`src/rtl/rxaf_pkg.sv`:
```
package rxaf_pkg;
    localparam int MAC_W  = 48;
    localparam int HASH_W = 6;
    localparam int HTBL_W = 2 ** HASH_W;

    typedef enum logic [2:0] {
        RSN_DROP    = 3'd0,
        RSN_EXACT   = 3'd1,
        RSN_HASH    = 3'd2,
        RSN_BCAST   = 3'd3,
        RSN_PROMISC = 3'd4
    } rsn_e;

    typedef struct packed {
        logic bcast_dis;
        logic hash_en;
        logic promisc;
    } ctl_t;

    localparam int REG_CTL   = 0;
    localparam int REG_HLO   = 1;
    localparam int REG_HHI   = 2;
    localparam int REG_UCNT  = 3;
    localparam int SLOT_BASE = 16;
endpackage

```
`src/rtl/rxaf_regs.sv`:
```
module rxaf_regs
    import rxaf_pkg::*;
#(
    parameter int NUM_SLOTS = 8,
    parameter int REG_AW    = 5,
    localparam int UW       = $clog2(NUM_SLOTS + 1)
) (
    input  logic                                clk,
    input  logic                                rst_n,
    input  logic                                wr_en,
    input  logic [REG_AW-1:0]                   wr_addr,
    input  logic [31:0]                         wr_data,
    output ctl_t                                ctl,
    output logic [HTBL_W-1:0]                   hash_tbl,
    output logic [UW-1:0]                       ucnt,
    output logic [NUM_SLOTS-1:0]                armed,
    output logic [NUM_SLOTS-1:0][MAC_W-1:0]     slot
);
    typedef struct packed {
        ctl_t                            ctl;
        logic [HTBL_W-1:0]               hash;
        logic [UW-1:0]                   ucnt;
        logic [NUM_SLOTS-1:0]            armed;
        logic [NUM_SLOTS-1:0][MAC_W-1:0] slot;
    } st_t;

    st_t st_d, st_q;

    always_comb begin
        st_d = st_q;
        if (wr_en) begin
            if (wr_addr == REG_AW'(REG_CTL))  st_d.ctl = ctl_t'(wr_data[2:0]);
            if (wr_addr == REG_AW'(REG_HLO))  st_d.hash[31:0]  = wr_data;
            if (wr_addr == REG_AW'(REG_HHI))  st_d.hash[63:32] = wr_data;
            if (wr_addr == REG_AW'(REG_UCNT) && wr_data <= 32'(NUM_SLOTS))
                st_d.ucnt = wr_data[UW-1:0];
            for (int i = 0; i < NUM_SLOTS; i++) begin
                if (wr_addr == REG_AW'(SLOT_BASE + 2 * i)) begin
                    st_d.slot[i][31:0] = wr_data;
                    st_d.armed[i]      = 1'b0;
                end
                if (wr_addr == REG_AW'(SLOT_BASE + 2 * i + 1)) begin
                    st_d.slot[i][MAC_W-1:32] = wr_data[MAC_W-33:0];
                    st_d.armed[i]            = 1'b1;
                end
            end
        end
    end

    always_ff @(posedge clk) begin
        if (!rst_n) st_q <= '0;
        else        st_q <= st_d;
    end

    assign ctl      = st_q.ctl;
    assign hash_tbl = st_q.hash;
    assign ucnt     = st_q.ucnt;
    assign armed    = st_q.armed;
    assign slot     = st_q.slot;
endmodule

```
`src/rtl/rxaf_hash.sv`:
```
module rxaf_hash
    import rxaf_pkg::*;
(
    input  logic [MAC_W-1:0]  dst,
    output logic [HASH_W-1:0] idx
);
    localparam int GROUPS = MAC_W / HASH_W;

    for (genvar j = 0; j < HASH_W; j++) begin : g_fold
        logic [GROUPS-1:0] pick;
        for (genvar m = 0; m < GROUPS; m++) begin : g_pick
            assign pick[m] = dst[HASH_W * m + j];
        end
        assign idx[j] = ^pick;
    end
endmodule

```
`src/rtl/rxaf_match.sv`:
```
module rxaf_match
    import rxaf_pkg::*;
#(
    parameter int NUM_SLOTS = 8,
    localparam int UW       = $clog2(NUM_SLOTS + 1)
) (
    input  logic [MAC_W-1:0]                dst,
    input  logic [NUM_SLOTS-1:0][MAC_W-1:0] slot,
    input  logic [NUM_SLOTS-1:0]            armed,
    input  logic [UW-1:0]                   ucnt,
    output logic                            hit
);
    logic [NUM_SLOTS-1:0] slot_hit;

    for (genvar i = 0; i < NUM_SLOTS; i++) begin : g_slot
        logic uc_slot;
        logic class_ok;
        assign uc_slot     = UW'(i) < ucnt;
        assign class_ok    = uc_slot ? ~dst[0] : dst[0];
        assign slot_hit[i] = armed[i] & class_ok & (slot[i] == dst);
    end

    assign hit = |slot_hit;
endmodule

```
`src/rtl/rx_addr_filter.sv`:
```
module rx_addr_filter
    import rxaf_pkg::*;
#(
    parameter int NUM_SLOTS = 8,
    parameter int REG_AW    = 5
) (
    input  logic              clk,
    input  logic              rst_n,
    input  logic              cfg_wr_en,
    input  logic [REG_AW-1:0] cfg_addr,
    input  logic [31:0]       cfg_wdata,
    input  logic              frm_valid,
    input  logic [47:0]       frm_dst,
    output logic              dec_valid,
    output logic              dec_accept,
    output logic [2:0]        dec_reason
);
    localparam int UW = $clog2(NUM_SLOTS + 1);

    typedef struct packed {
        logic valid;
        logic accept;
        rsn_e rsn;
    } out_t;

    ctl_t                            ctl_w;
    logic [HTBL_W-1:0]               hash_w;
    logic [UW-1:0]                   ucnt_w;
    logic [NUM_SLOTS-1:0]            armed_w;
    logic [NUM_SLOTS-1:0][MAC_W-1:0] slot_w;
    logic [HASH_W-1:0]               hidx_w;
    logic                            exact_hit_w;
    out_t                            out_d, out_q;

    rxaf_regs #(.NUM_SLOTS(NUM_SLOTS), .REG_AW(REG_AW)) i_regs (
        .clk      (clk),
        .rst_n    (rst_n),
        .wr_en    (cfg_wr_en),
        .wr_addr  (cfg_addr),
        .wr_data  (cfg_wdata),
        .ctl      (ctl_w),
        .hash_tbl (hash_w),
        .ucnt     (ucnt_w),
        .armed    (armed_w),
        .slot     (slot_w)
    );

    rxaf_hash i_hash (
        .dst (frm_dst),
        .idx (hidx_w)
    );

    rxaf_match #(.NUM_SLOTS(NUM_SLOTS)) i_match (
        .dst   (frm_dst),
        .slot  (slot_w),
        .armed (armed_w),
        .ucnt  (ucnt_w),
        .hit   (exact_hit_w)
    );

    always_comb begin
        out_d       = '0;
        out_d.valid = frm_valid;
        if (frm_valid) begin
            if (ctl_w.promisc)
                out_d.rsn = RSN_PROMISC;
            else if (&frm_dst)
                out_d.rsn = ctl_w.bcast_dis ? RSN_DROP : RSN_BCAST;
            else if (exact_hit_w)
                out_d.rsn = RSN_EXACT;
            else if (frm_dst[0] && ctl_w.hash_en && hash_w[hidx_w])
                out_d.rsn = RSN_HASH;
            else
                out_d.rsn = RSN_DROP;
            out_d.accept = (out_d.rsn != RSN_DROP);
        end
    end

    always_ff @(posedge clk) begin
        if (!rst_n) out_q <= '0;
        else        out_q <= out_d;
    end

    assign dec_valid  = out_q.valid;
    assign dec_accept = out_q.accept;
    assign dec_reason = out_q.rsn;
endmodule

```
`config.mk`:
```
export PLATFORM = sky130hd
export DESIGN_NAME = rx_addr_filter
export DESIGN_NICKNAME = d
export VERILOG_FILES = /design/src/rtl/rxaf_pkg.sv /design/src/rtl/rxaf_regs.sv /design/src/rtl/rxaf_hash.sv /design/src/rtl/rxaf_match.sv /design/src/rtl/rx_addr_filter.sv
export SDC_FILE = /design/constraint.sdc
export NUM_CORES = 1
export LEC_CHECK = 0
export CORE_ASPECT_RATIO = 1.75
export CORE_UTILIZATION = 47
export DETAILED_ROUTE_END_ITERATION = 12
export DONT_BUFFER_PORTS = 1
export GPL_ROUTABILITY_DRIVEN = 0
export HOLD_SLACK_MARGIN = 0.05
export PLACE_DENSITY_LB_ADDON = 0.15
export SLEW_MARGIN = 20
export SYNTH_ARGS = -nofsm -noshare
export SYNTH_HDL_FRONTEND = slang
export SYNTH_SLANG_ARGS = --single-unit
```
`constraint.sdc`:
```
create_clock -name clk -period 5.32 [get_ports clk]
set_clock_uncertainty 0.05 [all_clocks]
set_input_delay 0.532 -clock clk [delete_from_list [all_inputs] [get_ports clk]]
set_output_delay 0.532 -clock clk [all_outputs]
set_load 0.02 [all_outputs]
```
==> summary.md <==
| Metric | Value |
|---|---|
| Status | `finished, final reports clean` |
| Max clock buf depth | `3` |
| Synth warnings | `0` |
| Hold Crit Class | `in -> reg` |
| Syn Area/Cell | `8.09 um^2` |
| Die area | `50300 um^2` |
| First-pass GRT wire length | `140000 um` |
| CTS H-tree depth | `2` |
| Post-synth cell types | `58` |
| Arrival time worst endpoint | `3.98 ns` |
| RSZ-0062 raised after global routing | `false` |
| VDD IR max | `305 uV` |
| CTS Sinks | `468` |
| Critical Path Start | `i_regs.ucnt[3]` |
| #FFs+latches synth | `468` |
| TritonCTS Buffers | `45` |
| # DRC | `0` |
| Vias | `20600` |
| Standard-cell row count | `107` |
| Nets | `2844` |
| Initial antenna violation count | `9` |
| Total track usage | `39.7%` |
| R2r endpoint | `dec_accept` |
| Ranking of synthesized cells by area | `dfxtp_1 (40%), nand2_1 (15%), a21boi_0 (15%)` |
| Grt total ovfl | `0` |
| Startpoint types | `flip-flop` |
| Path type of the worst setup path | `reg -> reg` |
| Via/cell ratio | `5.97` |
| Die Wd | `170 um` |
| Total Wirelength | `99500 um` |
| Register area | `9370 um^2` |
| Final min period | `3.57 ns` |
| Vias in the first global route | `19500` |
| Setup_tns | `0 ns` |
| Top cell type's share of synthesized area | `40.3%` |
| CP endpoint | `dec_accept` |
| Final period util | `67.1%` |
| Measured slew at the worst slew-check pin | `1.20 ns` |
| Endpoints failing setup | `0` |
| Starting Density | `47.6%` |
| EDFF count, synth | `0` |
| Crit Reg-Reg Startpoint | `i_regs.ucnt[3]` |
| Layout cell share with drive strength beyond 1 | `4.19%` |
| Placed cell count | `3314` |
| FF-to-FF setup slack | `1.75 ns` |
| Worst path required time | `5.73 ns` |
| Antenna Nets Post-Route | `0` |
| Setup slack at placement | `1.90 ns` |
| Largest net degree at the start of global routing | `466` |
| Register area share after synthesis | `40.3%` |
| Biggest area consumer among synthesized cells | `dfxtp_1` |
| Reg clk slew, reported paths | `0.07 ns` |
| Placed Instance Area | `23300 um^2` |
| DR pass1 iterations | `5` |
| Routed WL per cell | `28.8 um` |
| Fin area | `25400 um^2` |
| R2r worst-path depth | `7` |
| Post-CTS Setup Inserts | `0` |
| Fin. max-slew vios | `0` |
| Fillers | `4681` |
| Mapped cell area | `23200 um^2` |
| Clock root buffer master | `clkbuf_16` |
| Asr flop ratio synth | `0%` |
| F_max | `280 MHz` |
| Non-Filler Instances | `3453` |
| Final Hold Viols | `0` |
| PwrDens | `310 nW/um^2` |
| Worst slew margin | `19.3%` |
| CTS tree | `built` |
| Chip Height | `296 um` |
| # IOs | `94` |
| Initial DRC count | `2334` |
| IO Port Bufs | `0` |
| Post-route setup slack | `1.75 ns` |
| Critical Path End Type | `flip-flop` |
| Placeable Area | `48700 um^2` |
| Max FO, Critical Path | `11` |
| Syn nets | `2960` |
| Skew-Pair Late Insertion Delay | `0.59 ns` |
| Gate Count Post-Synth | `2871` |
| Area Growth Syn to Fin | `9.33%` |
| DP HPWL | `55900 um` |
| Multi-input gate area | `12800 um^2` |
| Max cap viols | `0` |
| Leakage power | `8.16 nW` |
| Most used DFF post-synth | `dfxtp_1` |
## metal layers
layer	wire length [um]	up-vias	track usage, %
li1	-	9181	-
met1	35100	9854	45.0
met2	44600	1147	62.0
met3	10600	435	11.9
met4	9070	10	31.2
met5	74	-	0
## final cells by class
cell class              count  area share (%)
multi-input cells        2131            50.3
flip-flops and latches    468            36.9
clock buffers              67            5.40
well taps                 654            3.22
repair buffers             71            2.57
clock inverters            15           0.912
inverters                  38           0.562
diodes                      9          0.0887
## synth_stat cells, types with 3 or more instances
master / n
buf_2: 37
nand4_1: 77
a21boi_0: 451
nor4_1: 58
a2111oi_0: 5
nand2b_1: 3
buf_4: 12
dfxtp_1: 468
o22ai_1: 15
xnor2_1: 246
nor2_1: 25
o2bb2ai_1: 6
nor3_1: 10
xor2_1: 140
nand3_1: 25
buf_6: 4
clkbuf_1: 181
mux2i_1: 36
o21ai_0: 5
inv_1: 37
nor2b_1: 22
a21oi_1: 15
nand2_1: 927
a22oi_1: 15
and3_1: 4
a22o_1: 5
## report_power, final
group	switching, mW	internal [mW]
combinational	0.426	0.335
clock	1.48	2.07
sequential	0.0179	3.53
## logic make-up (layout without fill, tap and decap cells)
logic type,after synthesis,in the layout,synth area share (%)
simple gates,1169,1169,21.2
compound gates,538,538,17.3
flops,468,468,40.3
xor+xnor,388,388,14.7
buf+inv,272,191,4.92
mux,36,36,1.55
other cells,0,9,0
## worst min-delay path by stage
stage	startpoint	endpoint	slack (ns)	cells past startpoint
2_1_floorplan	i_regs.ctl[1]	i_regs.ctl[1]	0.39	2
3_3_place_gp	i_regs.hash_tbl[12]	i_regs.hash_tbl[12]	0.40	2
3_5_place_dp	i_regs.hash_tbl[8]	i_regs.hash_tbl[8]	0.41	2
4_1_cts	cfg_wdata[17]	i_regs.slot[65]	0.05	2
5_1_grt	cfg_wdata[27]	i_regs.hash_tbl[59]	0.05	2
6_report	cfg_wdata[21]	i_regs.hash_tbl[21]	0.05	2
## flip-flops by register name, indices dropped and copies added (netlist names)
register and cells:
i_regs.hash_tbl 64, i_regs.ctl 3, dec_accept 1, i_regs.armed 8
dec_reason 3, dec_valid 1, i_regs.ucnt 4, i_regs.slot 384
## cells in the final DEF, fill, tap and decap left out, drive strengths merged, types with 9 or more instances in the layout
cell type,netlist,final
nand2,927,927
dfxtp,468,468
a21boi,451,451
xnor2,247,247
xor2,141,141
nand4,77,77
clkbuf,181,67
nor4,58,58
dlygate4sd3,0,48
inv,38,39
mux2i,36,36
nand3,25,25
nor2,25,25
buf,53,23
nor2b,22,22
o22ai,15,15
a22oi,15,15
a21oi,15,15
nor3,10,10
diode,0,9
## timing repair
item                      4_1_cts  5_1_grt
hold endpoints to repair      176        1
hold buffers                   47        1
resized for setup               0        0
## per-stage QoR
stage | total power, mW | util, % | hold slack (ns)
after floorplan | 4.27 | - | 0.389
after global placement | 4.27 | 47.8 | 0.398
after detailed placement | 4.27 | 47.8 | 0.405
after CTS | 7.85 | 52.0 | 0.0503
after global routing | 8.03 | 52.1 | 0.0528
final | 7.86 | 52.1 | 0.0525
## worst max-delay path, stage by stage (launching register included)
cell     delay [ns]
dfxtp_1        0.41
o21ai_0        0.61
nand4_1        0.16
or4_1          0.47
o41ai_1        0.99
nor4_1         0.31
a21o_1         0.26
a31o_1         0.18
Power figures use the tool's default switching activity.
